File: src/rtl/shreg_pkg.sv
// Shared types for the shared synchronization register file.
// Assumes nothing beyond IEEE 1800-2017 packages.
package shreg_pkg;

    // Kind of atomic update applied to a shared register.
    typedef enum logic {
        OP_ADD = 1'b0,
        OP_SUB = 1'b1
    } atom_op_e;

endpackage

File: src/rtl/shreg_alu.sv
// Atomic arithmetic unit: produces the single result of an add or a
// subtract on a shared register value. Purely combinational; the
// caller decides where the result is written.
// Assumes the result wraps modulo 2^DW.
module shreg_alu #(
    parameter int DW = 16
) (
    input  logic              sub,
    input  logic [DW-1:0]     a,
    input  logic [DW-1:0]     b,
    output logic [DW-1:0]     y
);
    import shreg_pkg::*;

    atom_op_e op;

    // Pick the operation from the request bit.
    always_comb op = sub ? OP_SUB : OP_ADD;

    // Compute the wrapped result.
    always_comb begin
        case (op)
            OP_SUB:  y = a - b;
            default: y = a + b;
        endcase
    end
endmodule

File: src/rtl/shreg_waiters.sv
// Waiter table with release arbitration. Each slot parks a thread id,
// a register index and a target value. Every cycle each slot is compared
// with the post-update register values; one release per cycle is issued,
// an immediately satisfied new request first, then the lowest slot.
// Assumes NWAIT >= 2 and that the caller computes imm_hit from the same
// post-update values it passes in nxt_vals.
module shreg_waiters #(
    parameter int NREG  = 16,
    parameter int DW    = 16,
    parameter int TIDW  = 6,
    parameter int NWAIT = 4,
    localparam int IDXW = $clog2(NREG),
    localparam int SLW  = $clog2(NWAIT)
) (
    input  logic                      clk,
    input  logic                      rst_n,
    input  logic [NREG-1:0][DW-1:0]   nxt_vals,
    input  logic                      blk_valid,
    input  logic                      imm_hit,
    input  logic [TIDW-1:0]           blk_tid,
    input  logic [IDXW-1:0]           blk_idx,
    input  logic [DW-1:0]             blk_target,
    output logic                      blk_retry,
    output logic                      rel_valid,
    output logic [TIDW-1:0]           rel_tid
);
    logic [NWAIT-1:0]             wv;
    logic [NWAIT-1:0][TIDW-1:0]   wtid;
    logic [NWAIT-1:0][IDXW-1:0]   widx;
    logic [NWAIT-1:0][DW-1:0]     wtgt;
    logic [NWAIT-1:0]             hit;
    logic                         hit_any;
    logic [SLW-1:0]               hit_sel;
    logic                         free_any;
    logic [SLW-1:0]               free_sel;
    logic                         imm_rel;
    logic                         slot_rel;
    logic                         store;

    // Per-slot match of the watched register against its target.
    for (genvar g = 0; g < NWAIT; g++) begin : g_match
        always_comb hit[g] = wv[g] && (nxt_vals[widx[g]] == wtgt[g]);
    end

    // Lowest satisfied slot.
    always_comb begin
        hit_any = 1'b0;
        hit_sel = '0;
        for (int i = NWAIT - 1; i >= 0; i--) begin
            if (hit[i]) begin
                hit_any = 1'b1;
                hit_sel = SLW'(i);
            end
        end
    end

    // Lowest free slot.
    always_comb begin
        free_any = 1'b0;
        free_sel = '0;
        for (int i = NWAIT - 1; i >= 0; i--) begin
            if (!wv[i]) begin
                free_any = 1'b1;
                free_sel = SLW'(i);
            end
        end
    end

    // Release selection, storage and refusal decisions.
    always_comb begin
        imm_rel   = blk_valid && imm_hit;
        slot_rel  = hit_any && !imm_rel;
        store     = blk_valid && !imm_hit && free_any;
        blk_retry = blk_valid && !imm_hit && !free_any;
    end

    // Table state and the registered release strobe.
    always_ff @(posedge clk) begin
        if (!rst_n) begin
            wv        <= '0;
            wtid      <= '0;
            widx      <= '0;
            wtgt      <= '0;
            rel_valid <= 1'b0;
            rel_tid   <= '0;
        end else begin
            rel_valid <= imm_rel || slot_rel;
            if (imm_rel) begin
                rel_tid <= blk_tid;
            end else if (slot_rel) begin
                rel_tid      <= wtid[hit_sel];
                wv[hit_sel]  <= 1'b0;
            end
            if (store) begin
                wv[free_sel]   <= 1'b1;
                wtid[free_sel] <= blk_tid;
                widx[free_sel] <= blk_idx;
                wtgt[free_sel] <= blk_target;
            end
        end
    end

    // an already true request is released next cycle with its own id.
    assert_imm_release_R5: assert property (@(posedge clk) disable iff (!rst_n)
        imm_rel |=> rel_valid && rel_tid == $past(blk_tid));

    // a satisfied slot yields exactly one release and leaves the table.
    assert_one_release_R8: assert property (@(posedge clk) disable iff (!rst_n)
        slot_rel |=> rel_valid && rel_tid == $past(wtid[hit_sel])
                     && !wv[$past(hit_sel)]);

    // a refused request never grows the table.
    assert_retry_no_growth_R9: assert property (@(posedge clk) disable iff (!rst_n)
        blk_retry |=> $countones(wv) <= $past($countones(wv)));

    // an accepted request adds exactly one occupied slot.
    assert_store_slot_R10: assert property (@(posedge clk) disable iff (!rst_n)
        store |=> wv[$past(free_sel)] && $countones(wv) ==
                  $past($countones(wv)) + 1 - ($past(slot_rel) ? 1 : 0));
endmodule

File: src/rtl/shreg_sync_top.sv
// Shared synchronization register file: NREG shared registers with one
// atomic add/subtract port, a combinational read port and a waiter table
// that wakes blocked threads on value equality.
// Assumes NREG is a power of two between 8 and 16 and at most one update
// and one block request per cycle.
module shreg_sync_top #(
    parameter int NREG  = 16,
    parameter int DW    = 16,
    parameter int TIDW  = 6,
    parameter int NWAIT = 4,
    localparam int IDXW = $clog2(NREG)
) (
    input  logic              clk,
    input  logic              rst_n,
    input  logic              upd_valid,
    input  logic              upd_sub,
    input  logic [IDXW-1:0]   upd_dst,
    input  logic [IDXW-1:0]   upd_src,
    input  logic [DW-1:0]     upd_opnd,
    input  logic              blk_valid,
    input  logic [TIDW-1:0]   blk_tid,
    input  logic [IDXW-1:0]   blk_idx,
    input  logic [DW-1:0]     blk_target,
    output logic              blk_retry,
    output logic              rel_valid,
    output logic [TIDW-1:0]   rel_tid,
    input  logic [IDXW-1:0]   rd_idx,
    output logic [DW-1:0]     rd_data
);
    logic [NREG-1:0][DW-1:0]  regs;
    logic [NREG-1:0][DW-1:0]  nxt_vals;
    logic [DW-1:0]            alu_y;
    logic                     imm_hit;

    shreg_alu #(.DW(DW)) alu_i (
        .sub (upd_sub),
        .a   (regs[upd_src]),
        .b   (upd_opnd),
        .y   (alu_y)
    );

    // Post-update view of every register.
    for (genvar g = 0; g < NREG; g++) begin : g_next
        always_comb nxt_vals[g] = (upd_valid && upd_dst == IDXW'(g)) ? alu_y : regs[g];
    end

    // Commit the post-update values.
    always_ff @(posedge clk) begin
        if (!rst_n) regs <= '0;
        else        regs <= nxt_vals;
    end

    // Immediate satisfaction test for the incoming block request.
    always_comb imm_hit = (nxt_vals[blk_idx] == blk_target);

    // Read port.
    always_comb rd_data = regs[rd_idx];

    shreg_waiters #(
        .NREG(NREG), .DW(DW), .TIDW(TIDW), .NWAIT(NWAIT)
    ) waiters_i (
        .clk        (clk),
        .rst_n      (rst_n),
        .nxt_vals   (nxt_vals),
        .blk_valid  (blk_valid),
        .imm_hit    (imm_hit),
        .blk_tid    (blk_tid),
        .blk_idx    (blk_idx),
        .blk_target (blk_target),
        .blk_retry  (blk_retry),
        .rel_valid  (rel_valid),
        .rel_tid    (rel_tid)
    );

    // an add lands in the destination on the next cycle.
    assert_add_R2: assert property (@(posedge clk) disable iff (!rst_n)
        upd_valid && !upd_sub |=>
            regs[$past(upd_dst)] == DW'($past(regs[upd_src]) + $past(upd_opnd)));

    // a subtract lands in the destination on the next cycle.
    assert_sub_R3: assert property (@(posedge clk) disable iff (!rst_n)
        upd_valid && upd_sub |=>
            regs[$past(upd_dst)] == DW'($past(regs[upd_src]) - $past(upd_opnd)));
endmodule

File: config.mk
export PLATFORM = sky130hd
export DESIGN_NAME = shreg_sync_top
export DESIGN_NICKNAME = d
export VERILOG_FILES = /design/src/rtl/shreg_pkg.sv /design/src/rtl/shreg_alu.sv /design/src/rtl/shreg_waiters.sv /design/src/rtl/shreg_sync_top.sv
export SDC_FILE = /design/constraint.sdc
export NUM_CORES = 1
export LEC_CHECK = 0
export ABC_CLOCK_PERIOD_IN_PS = 12300
export BUFFER_PORTS_ARGS = -buffer_cell sky130_fd_sc_hd__buf_2
export CAP_MARGIN = 20
export CORE_MARGIN = 2
export CORE_UTILIZATION = 35
export CTS_CLUSTER_SIZE = 25
export DETAILED_ROUTE_END_ITERATION = 16
export GPL_TIMING_DRIVEN = 0
export SETUP_SLACK_MARGIN = 0.3
export SLEW_MARGIN = 20
export SYNTH_ARGS = -nofsm -noshare
export SYNTH_HDL_FRONTEND = slang
export SYNTH_HIERARCHICAL = 1
export SYNTH_SLANG_ARGS = --single-unit
File: constraint.sdc
create_clock -name clk -period 12.3 [get_ports clk]
set_input_delay 2.46 -clock clk [delete_from_list [all_inputs] [get_ports clk]]
set_output_delay 2.46 -clock clk [all_outputs]
set_load 0.05 [all_outputs]
==> results.md, run 1 <==
- Clock buffer depth: 3
- # hold bufs at CTS: 0
- H-tree depth: 2
- Initial DRT Pass Iterations: 6
- DRC errors left: 0
- Max Fclk: 83.3 MHz
- Synth Flop Type: dfxtp_1
- IO Count: 83
- Max Slew Vio Count: 0
- Via count: 31,300
- Post-synth EDFFs: 0
- Horiz. Die Dim: approximately 310 µm
- Core Rows: 110
- Mean Syn Cell Area: 10.3 µm²
- Post-route minimum period: 12.00 ns
- Vias in the first global route: 29,000
- Core area: 0.0901 mm²
- Leak Pwr: 12.3 nW
- Root buf cell: clkbuf_16
- Outcome: completed
- Worst skew pair latency: 0.58 ns
- Kind of critical path: in -> out
- Clk pin slew, worst setup/hold paths: approximately 0.07 ns
- Leading area contributor after synthesis: mux4_2
- CP max FO: 10
- Pwr/cell area: 95.0 mW/mm²
- Post-synth design cell area: 0.0319 mm²
- Post-synthesis cell type count: between 90 and 100
- HPWL Detailed: roughly 150,000 µm
- Syn nets: 3,171
- Clock sink count: 371
- Top cells by area, synth: mux4_2, dfxtp_1, mux2_2
- GR Util All Layers: 39.0%
- CTS Buf Count: 38
- Worst setup SP type: primary input
- Port bufs: 72
- Slew margin rel.: 14.4%
- Register bit total from synthesis: 371
- Setup Skew: 0.0130 ns
- Final setup viols: 0
- Post-synth top cells: mux4_2, dfxtp_1, mux2_2
- Async SR Flop Fraction: 0%
- Fin. Hold Viols: 0
- Total power draw: approximately 3.4 mW
- Chip height: 306 µm
- Total of max-cap violations: 0
- Nets: 3,304
- Initial antenna violation count: 5
- Die footprint: 0.0935 mm²
- Worst-Margin Slew: approximately 1.3 ns
- Initial DRC Count: about 4,500
- Required time of the critical path: 9.84 ns
- Detailed Route WL: roughly 190,000 µm
- Area Overhead vs Synth: 11.4%
- Antenna viol nets, final: 0
- Worst Path Arrival: approximately 9.5 ns
- WL/cell: ~42 µm
- Crit end category: primary output
- Top-count cell post-synth: mux4_2
- Layout filler cell count: 8,967
- Share of cells above drive strength 1: a little under a third
- Register area share after synthesis: 23.3%
- Worst min-delay path class: reg -> reg
- Starting Density: 35.4%
- Final period utilization: 97.6%
- RSZ-0062 raised after global routing: no
- First-pass GRT wire length: 250,000 µm
- Vias/cell: 7.06
- Post-Syn Instances: 3,095
- Largest net degree at the start of global routing: 16
- DP Area: 0.0338 mm²
- Design Area, Final: 0.0355 mm²
- Synth top area share: 27.3%
- Count of yosys warnings during synthesis: 6
- Gpl congestion: around 1.1
- CTS tree: yes
- Congestion Overflow GR: 0
- Worst VDD drop: around 0.00011 V
[flip-flops by register name (all words and copies together), names as in the netlist]
register and flops:
regs 256, waiters_i/rel_tid 6, waiters_i/rel_valid 1, waiters_i/widx 16, waiters_i/wtgt 64, waiters_i/wtid 24
waiters_i/wv 4
[area by class of cell]
type	count	area [µm²]	share of cell area [%]
timing repair buffer	93	546	1.54
buffer	301	1420	4.00
clock buffer	53	1100	3.09
antenna	5	12.5	0.0352
clock inverter	15	254	0.715
multi-input combinational	2401	23200	65.3
inverter	22	82.6	0.232
sequential	371	7430	20.9
tap	1176	1470	4.14
[what timing repair did]
item                       CTS  global route
gates resized for setup     31            30
setup endpoints to repair    1             1
setup buffers                3            10
pin swaps                    3             5
[where the power goes]
part	switching, mW	internal [mW]	total, mW	leakage, nW
clock	0.524	0.753	1.28	0.662
combinational	0.572	0.262	0.833	8.68
sequential	0.0367	1.23	1.26	3.00
[worst paths after layout]
path                            from                    to  slack [ns]  cells past startpoint
hold / removal    waiters_i/wtid[18]    waiters_i/wtid[18]        0.45                      2
setup reg to reg           regs[194]  waiters_i/rel_tid[2]        4.40                     22
hold reg to reg   waiters_i/wtid[18]    waiters_i/wtid[18]        0.45                      2
setup / recovery          upd_src[3]             blk_retry        0.30                     22
[cell usage in the layout (no fill, tap or decap), types with 20 or more instances in the layout]
cell type | netlist | layout
mux4_2 | 386 | 386
dfxtp_1 | 371 | 371
mux2_2 | 281 | 281
and2_1 | 266 | 266
nand2_1 | 253 | 253
clkbuf_1 | 187 | 177
mux2i_1 | 145 | 145
buf_2 | 64 | 142
a21oi_1 | 142 | 140
nor2_1 | 120 | 120
o21ai_0 | 98 | 97
o22ai_1 | 89 | 89
xnor2_1 | 81 | 77
nor3_1 | 42 | 42
o221ai_1 | 41 | 40
clkbuf_16 | 0 | 39
or3_1 | 33 | 33
a211oi_1 | 30 | 30
buf_4 | 11 | 28
xor2_1 | 30 | 28
nor2b_1 | 22 | 22
nor4_1 | 23 | 22
nand3_1 | 20 | 20
nand2b_1 | 20 | 20
[critical path: stages]
cell and delay [ns]:
buf_1 0.43, clkbuf_1 0.96, mux4_2 0.48, ha_1 0.46, and3_1 0.23, a221oi_4 0.36, o22a_2 0.26, a31oi_1 0.16
xor2_2 0.28, buf_4 0.16, nor4_1 0.04, or4_1 0.53, a2bb2oi_1 0.26, nand3_1 0.14, xnor2_1 0.24, a21oi_2 0.26
nand4_1 0.54, nor4_4 0.44, nor2b_1 0.15, and3_1 0.27, and3_1 0.21, buf_2 0.21
[through the flow]
stage,instances,util [%],setup WS (ns),TNS (ns),hold slack [ns]
global route,4432,39.4,0.288,0,0.463
global placement,4343,37.4,-1.71,-7.77,0.438
detailed placement,4350,37.5,-0.933,-0.933,0.443
finish,4437,39.4,0.298,0,0.452
floorplan,3095,-,1.44,0,0.432
CTS,4421,39.2,0.333,0,0.452
[logic make-up (layout without fill, tap and decap cells)]
family / after synthesis / after routing / synth area share, %
flops: 371 / 371 / 23.3
other cells: 0 / 5 / 0
xor+xnor: 112 / 112 / 3.10
simple gates: 893 / 893 / 14.8
mux: 816 / 816 / 42.1
compound gates: 563 / 563 / 11.7
buf+inv: 323 / 484 / 4.33
fa+ha+maj: 17 / 17 / 0.691
[metal layers]
layer	part of all wire, %	GRT usage [%]
met2	41	57.0
met5	0.019	0
met1	36	47.2
met4	9.1	28.0
met3	14	14.6
(Power assumes the default switching activity.)
==> run 2: changes to the inputs <==
BUFFER_PORTS_ARGS = -buffer_cell sky130_fd_sc_hd__buf_4   (was -buffer_cell sky130_fd_sc_hd__buf_2)
CTS_CLUSTER_SIZE = 30   (was 25)
SETUP_SLACK_MARGIN = not set   (was 0.3)
==> results.md, run 2 (synthesis gave the netlist of run 1 again) <==
- Initial antenna violation count: 8 (+3)
- Kind of critical path: in -> out
- Gpl congestion: 1.12 (+2.1%)
- Hold-critical path depth: 2 (unchanged)
- Area Overhead vs Synth: 11.4% (about the same)
- Final worst setup slack: -0.0112 ns (-0.309 ns)
- Final period utilization: 100% (+2.5 points)
- Starting Density: 35.4% (unchanged)
- HPWL Detailed: 147,000 µm (-2.9%)
- GR Util All Layers: 38.1% (-0.94 points)
- Required time of the critical path: 9.84 ns (about the same)
- Most common cell after layout, fill and taps aside: mux4_2
- Post-route minimum period: 12.31 ns (+0.309 ns)
- Failing checks: setup timing
- Share of cells above drive strength 1: 29.9% (-0.31 points)
- Layout filler cell count: 8,885 (-0.91%)
- Worst setup SP type: primary input
- WL/cell: 41.4 µm (-2.3%)
- DP Area: 0.0340 mm² (+0.36%)
- Setup Skew: 0.0232 ns (+0.0102 ns)
- Outcome: finished with violations
- Critical Path Slowest Stage Cell: clkbuf_2
- Final setup viols: 1 (+1)
- Largest net degree at the start of global routing: 15 (-1)
- Initial DRC Count: 4,651 (+3.0%)
- Slew margin rel.: 11.6% (-2.8 points)
- Crit end category: primary output
- Antenna viol nets, final: 0 (unchanged)
- CTS tree: yes
- Total of max-cap violations: 0 (unchanged)
- Core area: 0.0901 mm² (unchanged)
- Pre-CTS setup slack: -1.27 ns (-0.338 ns)
- Port bufs: 72 (unchanged)
- Regs by FF count: regs: 256 flops, waiters_i/wtgt: 64 flops, waiters_i/wtid: 24 flops
- Pwr/cell area: 94.2 mW/mm² (-0.79%)
- Crit path cell chain: clkbuf_2 -> clkbuf_2 -> mux4_2 -> mux4_2 -> ha_1 -> o211ai_1 -> a21oi_1 -> a2111oi_2 -> o31ai_2 -> o22ai_1 -> xnor2_2 -> clkbuf_1 -> o22ai_1 -> o221ai_1 -> nand4_1 -> xor2_1 -> o2111ai_1 -> nor4_4 -> nor2b_1 -> and3_1 -> and3_1 -> buf_4
- Via count: 31,300 (+0.061%)
- Most frequent cells in the layout: mux4_2, dfxtp_1, mux2_2, and2_1, nand2_1
- Worst skew pair latency: 0.58 ns (about the same)
- Core Rows: 110 (unchanged)
- Clock buffer depth: 3 (unchanged)
- Worst VDD drop: 0.000103 V (-7.9%)
- Register-to-Register Path Depth: 22 (unchanged)
- Vias/cell: 7.08 (+0.29%)
- Chip height: 306 µm (unchanged)
- Nets: 3,290 (-0.42%)
- H-tree depth: 2 (unchanged)
- Vias in the first global route: 29,500 (+1.8%)
- CTS Buf Count: 38 (unchanged)
- Max Fclk: 81.2 MHz (-2.5%)
- Worst Path Arrival: 9.85 ns (+0.31 ns)
- Worst path max stage delay: 0.54 ns (-0.42 ns)
- RSZ-0062 raised after global routing: no
- Worst min-delay path class: reg -> reg
- IO Count: 83 (unchanged)
- Design Area, Final: 0.0355 mm² (about the same)
- First-pass GRT wire length: 245,000 µm (-1.8%)
- Worst-Margin Slew: 1.33 ns (+0.0423 ns)
- Clk pin slew, worst setup/hold paths: 0.05 ns (-0.02 ns)
- Fin. Hold Viols: 0 (unchanged)
- Horiz. Die Dim: 306 µm (unchanged)
- Most flops, register: regs
- Initial DRT Pass Iterations: 6 (unchanged)
- Die footprint: 0.0935 mm² (unchanged)
- Largest register FFs: 256 (unchanged)
- Max Slew Vio Count: 0 (unchanged)
- Root buf cell: clkbuf_16
- Detailed Route WL: 183,000 µm (-2.5%)
- Congestion Overflow GR: 0 (unchanged)
- Leak Pwr: 12.3 nW (-0.53%)
- CP max FO: 10 (unchanged)
- DRC errors left: 0 (unchanged)
- Clock sink count: 371 (unchanged)
[run 2: cell types whose count changed in the layout (fill, tap and decap cells not counted), sizes merged]
cell / previous run / this run
clkinvlp: 1 / 0
clkbuf: 240 / 242
diode: 5 / 8
buf: 207 / 195
bufinv: 6 / 4
[run 2: final timing paths]
kind | start | to | slack (ns)
max | upd_src[1] | blk_retry | -0.01
min | waiters_i/wtid[2] | waiters_i/wtid[2] | 0.45
max reg2reg | regs[227] | waiters_i/rel_tid[0] | 3.85
min reg2reg | waiters_i/wtid[2] | waiters_i/wtid[2] | 0.45
[run 2: critical path, delay by kind of cell]
| kind | cells | cell delay, ns |
|---|---|---|
| xor gates and xnor gates | 2 | 0.90 |
| adders and majority gates | 1 | 0.39 |
| muxes | 2 | 0.94 |
| AOI/OAI and AO/OA | 8 | 2.09 |
| buffers and inverters | 4 | 1.53 |
| and+or+nand+nor | 5 | 1.55 |
[run 2: where the power goes]
| group | total, mW | leakage [nW] | internal (mW) | switching [mW] |
|---|---|---|---|---|
| Clock | 1.25 | 0.662 | 0.735 | 0.519 |
| Sequential | 1.26 | 3.00 | 1.23 | 0.0370 |
| Combinational | 0.829 | 8.61 | 0.263 | 0.567 |
[run 2: area by class of cell]
class | count | area [µm²] | area share, %
Inverter | 22 | 82.6 | 0.232
Sequential cell | 371 | 7430 | 20.9
Buffer | 301 | 1380 | 3.88
Clock inverter | 12 | 183 | 0.514
Antenna cell | 8 | 20.0 | 0.0563
Timing Repair Buffer | 79 | 594 | 1.67
Tap cell | 1176 | 1470 | 4.14
Multi-Input combinational cell | 2401 | 23200 | 65.4
Clock buffer | 57 | 1150 | 3.25
[run 2: through the flow]
stage                     power (mW)  std cells  setup TNS, ns  utilization (%)  hold WS (ns)
after floorplan                 1.72       3095              0                -         0.432
after global placement          2.06       4343         -12.60             37.6         0.438
after detailed placement        2.06       4345          -1.27             37.7         0.446
after CTS                       3.30       4416              0             39.3         0.454
after global routing            3.40       4419              0             39.4         0.477
final                           3.35       4427        -0.0112             39.4         0.453
[run 2: layer usage]
metal	share of wire [%]	GRT usage [%]	vias up
li1	-	-	12200
met1	37	46.8	15600
met2	41	54.6	2820
met3	14	14.9	748
met4	8.7	26.5	2
met5	0.015	0	-
[run 2: what timing repair did]
| item | in CTS | in global routing |
|---|---|---|
| setup buffers | 2 | 1 |
| hold buffers | 0 | 0 |
| resized for setup | 27 | 22 |
| pin swaps | 3 | 4 |
| endpoints found under the setup margin | 1 | 1 |
